[src/rtl/sport_pkg.sv]
package sport_pkg;

    localparam int ADDR_W     = 6;
    localparam int DATA_W     = 24;
    localparam int FRAME_CLKS = 1 + ADDR_W + DATA_W + 1;
    localparam int CNT_W      = $clog2(FRAME_CLKS + 1);

    localparam logic [ADDR_W-1:0] SHARE_ADDR = 6'h1A;
    localparam int AUTO_BIT  = 12;
    localparam int FORCE_BIT = 13;

    typedef enum logic [1:0] {
        PIN_SDO  = 2'd0,
        PIN_AUTO = 2'd1,
        PIN_LOCK = 2'd2
    } pin_mode_e;

    typedef struct packed {
        logic rise;
        logic fall;
        logic sen;
        logic sdi;
    } bus_ev_t;

    typedef struct packed {
        logic              en;
        logic [ADDR_W-1:0] addr;
        logic [DATA_W-1:0] data;
    } wr_req_t;

    function automatic pin_mode_e share_mode(input logic [DATA_W-1:0] r);
        if (r[FORCE_BIT])
            return PIN_LOCK;
        else if (r[AUTO_BIT])
            return PIN_AUTO;
        else
            return PIN_SDO;
    endfunction

endpackage

[src/rtl/sport_sync.sv]
module sport_sync
    import sport_pkg::*;
#(
    parameter int STAGES = 2
) (
    input  logic    clk,
    input  logic    rst,
    input  logic    sclk,
    input  logic    sen,
    input  logic    sdi,
    output bus_ev_t ev
);

    logic [STAGES-1:0] sclk_q;
    logic [STAGES-1:0] sen_q;
    logic [STAGES-1:0] sdi_q;
    logic              sclk_prev;

    always_ff @(posedge clk) begin
        if (rst) begin
            sclk_q    <= '0;
            sen_q     <= '0;
            sdi_q     <= '0;
            sclk_prev <= 1'b0;
        end else begin
            sclk_q    <= {sclk_q[STAGES-2:0], sclk};
            sen_q     <= {sen_q[STAGES-2:0], sen};
            sdi_q     <= {sdi_q[STAGES-2:0], sdi};
            sclk_prev <= sclk_q[STAGES-1];
        end
    end

    always_comb begin
        ev.rise = sclk_q[STAGES-1] & ~sclk_prev;
        ev.fall = ~sclk_q[STAGES-1] & sclk_prev;
        ev.sen  = sen_q[STAGES-1];
        ev.sdi  = sdi_q[STAGES-1];
    end

endmodule

[src/rtl/sport_frame.sv]
module sport_frame
    import sport_pkg::*;
(
    input  logic              clk,
    input  logic              rst,
    input  bus_ev_t           ev,
    input  logic [DATA_W-1:0] rdata,
    output logic [ADDR_W-1:0] rd_addr,
    output wr_req_t           wr,
    output logic              sdo,
    output logic              rd_active,
    output logic [CNT_W-1:0]  bit_cnt
);

    localparam logic [CNT_W-1:0] E_FLAG  = CNT_W'(1);
    localparam logic [CNT_W-1:0] E_A_LO  = CNT_W'(2);
    localparam logic [CNT_W-1:0] E_A_HI  = CNT_W'(1 + ADDR_W);
    localparam logic [CNT_W-1:0] E_D_LO  = CNT_W'(2 + ADDR_W);
    localparam logic [CNT_W-1:0] E_D_HI  = CNT_W'(1 + ADDR_W + DATA_W);
    localparam logic [CNT_W-1:0] E_LAST  = CNT_W'(FRAME_CLKS);

    logic [CNT_W-1:0]  cnt;
    logic [CNT_W-1:0]  nxt;
    logic              is_rd;
    logic              done;
    logic [ADDR_W-1:0] addr_sh;
    logic [DATA_W-1:0] rd_sh;
    logic [DATA_W-1:0] wr_sh;
    logic              commit;

    assign nxt     = cnt + 1'b1;
    assign rd_addr = {addr_sh[ADDR_W-2:0], ev.sdi};
    assign commit  = ev.sen && ev.fall && (cnt == E_LAST) && !is_rd && !done;

    always_ff @(posedge clk) begin
        if (rst || !ev.sen) begin
            cnt       <= '0;
            is_rd     <= 1'b0;
            rd_active <= 1'b0;
            done      <= 1'b0;
            sdo       <= 1'b0;
            addr_sh   <= '0;
            rd_sh     <= '0;
            wr_sh     <= '0;
        end else begin
            if (ev.rise && cnt != E_LAST) begin
                cnt <= nxt;
                if (nxt == E_FLAG) begin
                    is_rd     <= ev.sdi;
                    rd_active <= ev.sdi;
                end
                if (nxt >= E_A_LO && nxt <= E_A_HI)
                    addr_sh <= rd_addr;
                if (nxt == E_A_HI)
                    rd_sh <= rdata;
                if (nxt >= E_D_LO && nxt <= E_D_HI) begin
                    wr_sh <= {wr_sh[DATA_W-2:0], ev.sdi};
                    if (is_rd) begin
                        sdo   <= rd_sh[DATA_W-1];
                        rd_sh <= {rd_sh[DATA_W-2:0], 1'b0};
                    end
                end
                if (nxt == E_LAST)
                    sdo <= 1'b0;
            end
            if (commit)
                done <= 1'b1;
        end
    end

    always_ff @(posedge clk) begin
        if (rst) begin
            wr <= '0;
        end else begin
            wr.en   <= commit;
            wr.addr <= addr_sh;
            wr.data <= wr_sh;
        end
    end

    assign bit_cnt = cnt;

endmodule

[src/rtl/sport_regs.sv]
module sport_regs
    import sport_pkg::*;
#(
    parameter int REG_COUNT = 4
) (
    input  logic                        clk,
    input  logic                        rst,
    input  wr_req_t                     wr,
    input  logic [ADDR_W-1:0]           rd_addr,
    output logic [DATA_W-1:0]           rdata,
    output pin_mode_e                   mode,
    output logic [REG_COUNT*DATA_W-1:0] reg_q
);

    logic [DATA_W-1:0] gen_q [REG_COUNT];
    logic [DATA_W-1:0] share_q;

    for (genvar g = 0; g < REG_COUNT; g++) begin : g_reg
        localparam logic [ADDR_W-1:0] MY_ADDR = ADDR_W'(g);
        always_ff @(posedge clk) begin
            if (rst)
                gen_q[g] <= '0;
            else if (wr.en && wr.addr == MY_ADDR)
                gen_q[g] <= wr.data;
        end
        assign reg_q[g*DATA_W +: DATA_W] = gen_q[g];
    end

    always_ff @(posedge clk) begin
        if (rst)
            share_q <= '0;
        else if (wr.en && wr.addr == SHARE_ADDR)
            share_q <= wr.data;
    end

    always_comb begin
        rdata = '0;
        if (rd_addr == SHARE_ADDR)
            rdata = share_q;
        for (int i = 0; i < REG_COUNT; i++)
            if (rd_addr == ADDR_W'(i))
                rdata = gen_q[i];
    end

    assign mode = share_mode(share_q);

endmodule

[src/rtl/sport_pinmux.sv]
module sport_pinmux
    import sport_pkg::*;
(
    input  pin_mode_e mode,
    input  logic      rd_active,
    input  logic      sdo,
    input  logic      lock_det,
    output logic      pin_out
);

    always_comb begin
        unique case (mode)
            PIN_LOCK: pin_out = lock_det;
            PIN_AUTO: pin_out = rd_active ? sdo : lock_det;
            default:  pin_out = sdo;
        endcase
    end

endmodule

[src/rtl/serial_reg_port.sv]
module serial_reg_port
    import sport_pkg::*;
#(
    parameter int REG_COUNT   = 4,
    parameter int SYNC_STAGES = 2
) (
    input  logic                        clk,
    input  logic                        rst,
    input  logic                        sen,
    input  logic                        sclk,
    input  logic                        sdi,
    input  logic                        lock_det,
    output logic                        pin_out,
    output logic [REG_COUNT*DATA_W-1:0] reg_q
);

    bus_ev_t           ev;
    wr_req_t           wr;
    logic [ADDR_W-1:0] rd_addr;
    logic [DATA_W-1:0] rdata;
    logic              sdo_bit;
    logic              rd_active;
    logic [CNT_W-1:0]  bit_cnt;
    pin_mode_e         mode;

    logic              sen_s;
    logic              wr_en;
    logic [ADDR_W-1:0] wr_addr;

    assign sen_s   = ev.sen;
    assign wr_en   = wr.en;
    assign wr_addr = wr.addr;

    sport_sync #(.STAGES(SYNC_STAGES)) u_sync (
        .clk  (clk),
        .rst  (rst),
        .sclk (sclk),
        .sen  (sen),
        .sdi  (sdi),
        .ev   (ev)
    );

    sport_frame u_frame (
        .clk       (clk),
        .rst       (rst),
        .ev        (ev),
        .rdata     (rdata),
        .rd_addr   (rd_addr),
        .wr        (wr),
        .sdo       (sdo_bit),
        .rd_active (rd_active),
        .bit_cnt   (bit_cnt)
    );

    sport_regs #(.REG_COUNT(REG_COUNT)) u_regs (
        .clk     (clk),
        .rst     (rst),
        .wr      (wr),
        .rd_addr (rd_addr),
        .rdata   (rdata),
        .mode    (mode),
        .reg_q   (reg_q)
    );

    sport_pinmux u_mux (
        .mode      (mode),
        .rd_active (rd_active),
        .sdo       (sdo_bit),
        .lock_det  (lock_det),
        .pin_out   (pin_out)
    );

endmodule

[config.mk]
export PLATFORM = sky130hd
export DESIGN_NAME = serial_reg_port
export DESIGN_NICKNAME = d
export VERILOG_FILES = /design/src/rtl/sport_pkg.sv /design/src/rtl/sport_sync.sv /design/src/rtl/sport_frame.sv /design/src/rtl/sport_regs.sv /design/src/rtl/sport_pinmux.sv /design/src/rtl/serial_reg_port.sv
export SDC_FILE = /design/constraint.sdc
export NUM_CORES = 1
export LEC_CHECK = 0
export BUFFER_PORTS_ARGS = -buffer_cell sky130_fd_sc_hd__buf_4
export CAP_MARGIN = 20
export CORE_ASPECT_RATIO = 0.8
export CORE_UTILIZATION = 32
export DETAILED_ROUTE_END_ITERATION = 7
export GPL_ROUTABILITY_DRIVEN = 0
export PLACE_DENSITY = 0.56
export SYNTH_ARGS = -nofsm -noshare
export SYNTH_HDL_FRONTEND = slang
export SYNTH_HIERARCHICAL = 1
export SYNTH_SLANG_ARGS = --single-unit
[constraint.sdc]
create_clock -name clk -period 3 [get_ports clk]
set_clock_uncertainty 0.2 [all_clocks]
set_input_delay 0.6 -clock clk [delete_from_list [all_inputs] [get_ports clk]]
set_output_delay 0.6 -clock clk [all_outputs]
set_load 0.05 [all_outputs]
==> impl_metrics.json, run 1 <==
{
  "dr.first_iter.drc_count": 565,
  "die_w_um": 196,
  "yosysWarnings": 6,
  "die_h_um": 158,
  "reg2reg_from": "u_frame/bit_cnt[0]",
  "crit_fanout": 5,
  "place_hpwl_um": 19600,
  "syn_to_final_growth_pct": 19.6,
  "critPathMaxStageDelay_ps": 390,
  "die-area_um2": 31000,
  "post-route-drc-count": 0,
  "fin_setup_tns_ps": 0,
  "hold_viol_final": 0,
  "antenna_left": 0,
  "grt_pass1_wl_um": 43000,
  "portBuffers": 102,
  "synthCells": 947,
  "grt_setup_unrepaired": "no",
  "crit_type": "reg -> out",
  "drt_pre_antenna_iters": 6,
  "worst_ep_required_time_ps": 2200,
  "ff2ff_path_depth": 8,
  "power_density_nw_per_um2": 565,
  "cts_tree": "built",
  "h-tree-depth": 1,
  "fillers": 2937,
  "clkLatencyLatePin_ps": 500,
  "cap_violations": 0,
  "synth_edf_count": 96,
  "ys.flop_type": "dfxtp_1",
  "fin_total_pwr_mw": 6.54,
  "fin_nets": 1048,
  "post_cts_buffers": 0,
  "cp.arrival_ps": 2010,
  "yosysSeqAreaShare_pct": 55.6,
  "synth_cell_type_count": 53,
  "crit_chain": "nor2b_1, inv_1, ha_1, nand4bb_1, nand4_1, buf_4",
  "ir_worst_vdd_uv": 305,
  "fmax_ghz": 0.356,
  "ios": 103,
  "drive_gt1_share_pct": 20.5,
  "yosys.area.top_type": "edfxtp_1",
  "crit_path_end_kind": "output pin",
  "hold_depth": 2,
  "tightest_slew_ps": 514,
  "p_leak_nw": 4.02,
  "cts_root_buf": "clkbuf_16",
  "maxSlewViolCount": 0,
  "synth_area_leaders": "edfxtp_1 (30%), dfxtp_1 (26%), and2_1 (6.3%)",
  "synth_fp_nets": 960,
  "netlist_area_um2": 9680,
  "synth_top_area_share_pct": 29.8,
  "antenna_found_initial": 0,
  "cts.sinks": 221,
  "holdBufCountCts": 0,
  "hold_class": "in -> reg",
  "grt_max_degree": 35,
  "track_usage_pct": 18.3,
  "rrSetupSlack_ps": 330,
  "viasPerCell": 5.00,
  "grt_pass1_vias": 6936,
  "fin_crit_ps": 2810,
  "holdPathEnd": "u_sync/sdi_q[0]",
  "relSlewSlack_pct": 65.8,
  "vias": 7288,
  "outcome": "finished clean",
  "row_count": 56,
  "hold_start": "sdi",
  "routed_wl_um": 28500,
  "mostFrequentLayoutCell": "buf_4",
  "clk_pin_slew_ps": 60,
  "cts_resized": 0,
  "reg2reg_to": "u_frame/wr_sh[0]",
  "clk_path_buf_depth": 3,
  "min_period_over_period_pct": 93.5,
  "synth_area_per_cell_um2": 10.2,
  "cp_slowest_cell": "dfxtp_1",
  "wl_per_cell_um": 19.5,
  "start_kind": "flip-flop",
  "async_flop_share_pct": 0,
  "setup_viol": 0,
  "final_cell_mix": "buf_4 (136), dfxtp_1 (124), and2_1 (98)",
  "start_util_pct": 32.8,
  "design.core.area_um2": 29500,
  "numCtsBuffers": 23,
  "ys_ff_latch": 221,
  "overflow": 0
}
[how the worst max path moves through the flow]
stage                               to                from  slack, ps  depth (start not counted)
detailed placement    u_frame/wr_sh[0]  u_frame/bit_cnt[0]        390                          8
CTS                            pin_out  u_regs/share_q[13]        140                          6
global placement      u_frame/wr_sh[0]  u_frame/bit_cnt[0]        390                          8
finish                         pin_out  u_regs/share_q[13]        190                          6
floorplan           u_regs/gen_q[0][0]      u_frame/wr[27]         20                          3
global route                   pin_out  u_regs/share_q[13]         60                          6
[worst max-delay path: cells and delay by family (launching register included)]
kind | cells | cell delay, ps
buffers and inverters | 2 | 270
AND/OR/NAND/NOR | 3 | 530
flip-flops | 1 | 390
adder cells (fa/ha/maj) | 1 | 320
[report_power, final]
group          switching, mW  internal (mW)
Combinational          0.395          0.144
Sequential            0.0618           3.21
Clock                   1.16           1.58
[synth_stat cells (all sizes together) (4+ instances only)]
library cell and number:
nand2b 24, o2bb2ai 6, o21bai 4, nor2b 41, and3 4, nand3 32, or3 4, nand4 7
nand2 60, buf 52, inv 9, a211oi 18, and2 98, mux2i 30, nor2 70, nor3 73
ha 7, clkbuf 25, a21oi 80, o21ai 50, dfxtp 125, edfxtp 96
[through the flow]
stage	area, µm²	utilization [%]	std cells	hold slack (ps)	worst slack (ps)
after global placement	10900	36.9	1416	214	393
after detailed placement	10900	36.9	1416	223	395
after floorplan	9680	-	947	199	17.7
after global routing	11600	39.3	1457	125	64.5
after CTS	11600	39.3	1457	87.0	138
final	11600	39.3	1458	103	194
[state kept, by name, indices dropped and copies added (netlist names)]
signal	cells
u_sync/sclk_q	2
u_frame/rd_sh	24
u_sync/sdi_q	2
u_frame/is_rd	1
u_frame/done	1
u_frame/wr_sh	24
u_regs/gen_q	96
u_regs/share_q	24
u_frame/wr	31
u_sync/sen_q	2
u_frame/sdo	1
u_sync/sclk_prev	1
u_frame/bit_cnt	6
u_frame/addr_sh	6
[final cells by class]
type	instances	area (µm²)	area share (%)
Clock inverter	8	65.1	0.562
Inverter	9	33.8	0.292
Antenna cell	1	2.50	0.0216
Clock buffer	33	644	5.56
Timing Repair Buffer	140	1100	9.51
Tap cell	406	508	4.39
Sequential cell	221	5390	46.5
Multi-Input combinational cell	640	3840	33.2
[cell families after synthesis]
| family | Yosys count | share of synthesized area, % |
|---|---|---|
| AO/OA/AOI/OAI | 169 | 10.0 |
| XOR/XNOR | 6 | 0.543 |
| flip-flops | 221 | 55.6 |
| multiplexers | 31 | 3.26 |
| AND/OR/NAND/NOR | 427 | 24.7 |
| buffers and inverters | 86 | 4.95 |
| adder cells (fa/ha/maj) | 7 | 0.904 |
[metal layers]
metal / part of all wire (%) / global-route usage (%) / vias up
met3: 5.8 / 2.81 / 42
met4: 2.1 / 4.61 / 0
li1: - / - / 3476
met5: 0 / 0 / -
met1: 49 / 27.3 / 3556
met2: 43 / 27.5 / 214
No activity file was read; power rests on OpenSTA's default activity.
==> run 2, diff against run 1 <==
--- a/config.mk
+++ b/config.mk
@@ -12,4 +12,5 @@
 export DETAILED_ROUTE_END_ITERATION = 7
 export GPL_ROUTABILITY_DRIVEN = 0
+export HOLD_SLACK_MARGIN = 0.15
 export PLACE_DENSITY = 0.56
 export SYNTH_ARGS = -nofsm -noshare
==> constraint.sdc (replaced) <==
create_clock -name clk -period 3 [get_ports clk]
set_clock_uncertainty 0.2 [all_clocks]
set_input_delay 0.3 -clock clk [delete_from_list [all_inputs] [get_ports clk]]
set_output_delay 0.3 -clock clk [all_outputs]
set_load 0.05 [all_outputs]
==> impl_metrics.json, run 2 (same netlist as run 1, synthesis figures left out) <==
{
  "rrSetupSlack_ps": 490,
  "fin_crit_ps": 2520,
  "cts_root_buf": "clkbuf_16",
  "maxSlewViolCount": 0,
  "cp.arrival_ps": 2020,
  "fin_setup_tns_ps": 0,
  "worst_ep_required_time_ps": 2500,
  "critPathMaxStageDelay_ps": 380,
  "fin_nets": 1049,
  "cp_top_family": "simple AND/OR/NAND/NOR gates",
  "die-area_um2": 31000,
  "post-route-drc-count": 0,
  "worstPathBufferInverterCount": 2,
  "clkLatencyLatePin_ps": 500,
  "grt_setup_unrepaired": "no",
  "cts_tree": "built",
  "hold_class": "reg -> reg",
  "grt_pass1_wl_um": 43100,
  "portBuffers": 102,
  "holdPathEnd": "u_frame/wr[30]",
  "top_register": "u_regs/gen_q",
  "p_leak_nw": 4.05,
  "cp_slowest_cell": "dfxtp_1",
  "ff2ff_path_depth": 8,
  "ios": 103,
  "dr.first_iter.drc_count": 507,
  "cts.sinks": 221,
  "largest_reg_flops": 96,
  "reg_top3": "u_regs/gen_q x96, u_frame/wr x31",
  "overflow": 0,
  "antenna_found_initial": 2,
  "numCtsBuffers": 23,
  "relSlewSlack_pct": 42.9,
  "drive_gt1_share_pct": 20.5,
  "wl_per_cell_um": 19.8,
  "reg2reg_to": "u_frame/rd_sh[21]",
  "antenna_left": 0,
  "grt_pass1_vias": 6875,
  "track_usage_pct": 18.4,
  "drt_pre_antenna_iters": 8,
  "crit_chain": "nor2b_1, inv_1, ha_1, nand4bb_1, nand4_1, buf_4",
  "num_antenna_cells": 0,
  "clk_pin_slew_ps": 70,
  "reg2reg_from": "u_frame/bit_cnt[0]",
  "grt_max_degree": 49,
  "clk_path_buf_depth": 3,
  "final_cell_mix": "buf_4 (132), dfxtp_1 (124), and2_1 (98)",
  "crit_type": "reg -> out",
  "crit_path_end_kind": "output pin",
  "h-tree-depth": 1,
  "fillers": 2913,
  "hold_start": "u_frame/done",
  "syn_to_final_growth_pct": 20.5,
  "row_count": 56,
  "power_density_nw_per_um2": 577,
  "design.core.area_um2": 29500,
  "cap_violations": 0,
  "start_kind": "flip-flop",
  "vias": 7258,
  "outcome": "finished clean",
  "mostFrequentLayoutCell": "buf_4",
  "tightest_slew_ps": 852,
  "setup_viol": 0,
  "start_util_pct": 32.8,
  "place_hpwl_um": 19600,
  "die_w_um": 196,
  "crit_fanout": 5,
  "hold_viol_final": 0,
  "die_h_um": 158,
  "hold_depth": 1,
  "fin_total_pwr_mw": 6.73,
  "viasPerCell": 4.98,
  "min_period_over_period_pct": 84.1,
  "fmax_ghz": 0.396,
  "ir_worst_vdd_uv": 339,
  "routed_wl_um": 28900,
  "post_cts_buffers": 0
}
-- run 2: metal layers --
layer / up-vias / global-route usage, % / part of all wire (%)
met3: 30 / 2.81 / 6.7
li1: 3468 / - / -
met5: - / 0 / 0
met1: 3506 / 27.6 / 49
met4: 0 / 3.50 / 1.4
met2: 254 / 27.9 / 43
-- run 2: worst max path at each step --
stage	start	endpoint	slack, ps	cells after the start
after detailed placement	u_frame/bit_cnt[0]	u_frame/rd_sh[21]	470	8
after global placement	u_frame/bit_cnt[0]	u_frame/rd_sh[21]	490	8
final	u_regs/share_q[13]	pin_out	480	6
after global routing	u_frame/bit_cnt[0]	u_frame/rd_sh[16]	210	8
after floorplan	u_frame/wr[27]	u_regs/gen_q[0][0]	20	3
after CTS	u_regs/share_q[13]	pin_out	450	6
-- run 2: through the flow --
step	hold slack, ps	util [%]	instance area [µm²]	setup slack (ps)	std cells
after global routing	266	39.6	11700	213	1458
after floorplan	172	-	9680	17.7	947
after detailed placement	208	36.8	10900	467	1413
after global placement	207	36.8	10900	492	1413
after CTS	219	39.6	11700	455	1458
final	222	39.6	11700	476	1458
-- run 2: cell type report --
type	instances	area [µm²]	share of cell area, %
tap	406	508	4.35
multi-input combinational	640	3840	32.9
timing repair buffer	141	1130	9.69
sequential	221	5390	46.2
inverter	9	33.8	0.290
clock inverter	12	106	0.911
clock buffer	29	661	5.66
-- run 2: timing repair --
item / in CTS / in global routing
gates resized for setup: 0 / 0
hold buffers: 4 / 0
endpoints found under the hold margin: 21 / 0
-- run 2: worst reg2reg max path: stages, from the launching register on --
cell and delay [ps]:
dfxtp_1 520, inv_1 140, ha_1 220, nand2_1 80, o41a_1 420, and3_1 290
buf_12 260, and2_1 180, o32ai_1 70
-- run 2: report_power, final --
part,internal [mW],switching [mW],leakage (nW)
combinational,0.148,0.396,1.75
clock,1.73,1.19,0.383
sequential,3.21,0.0687,1.92
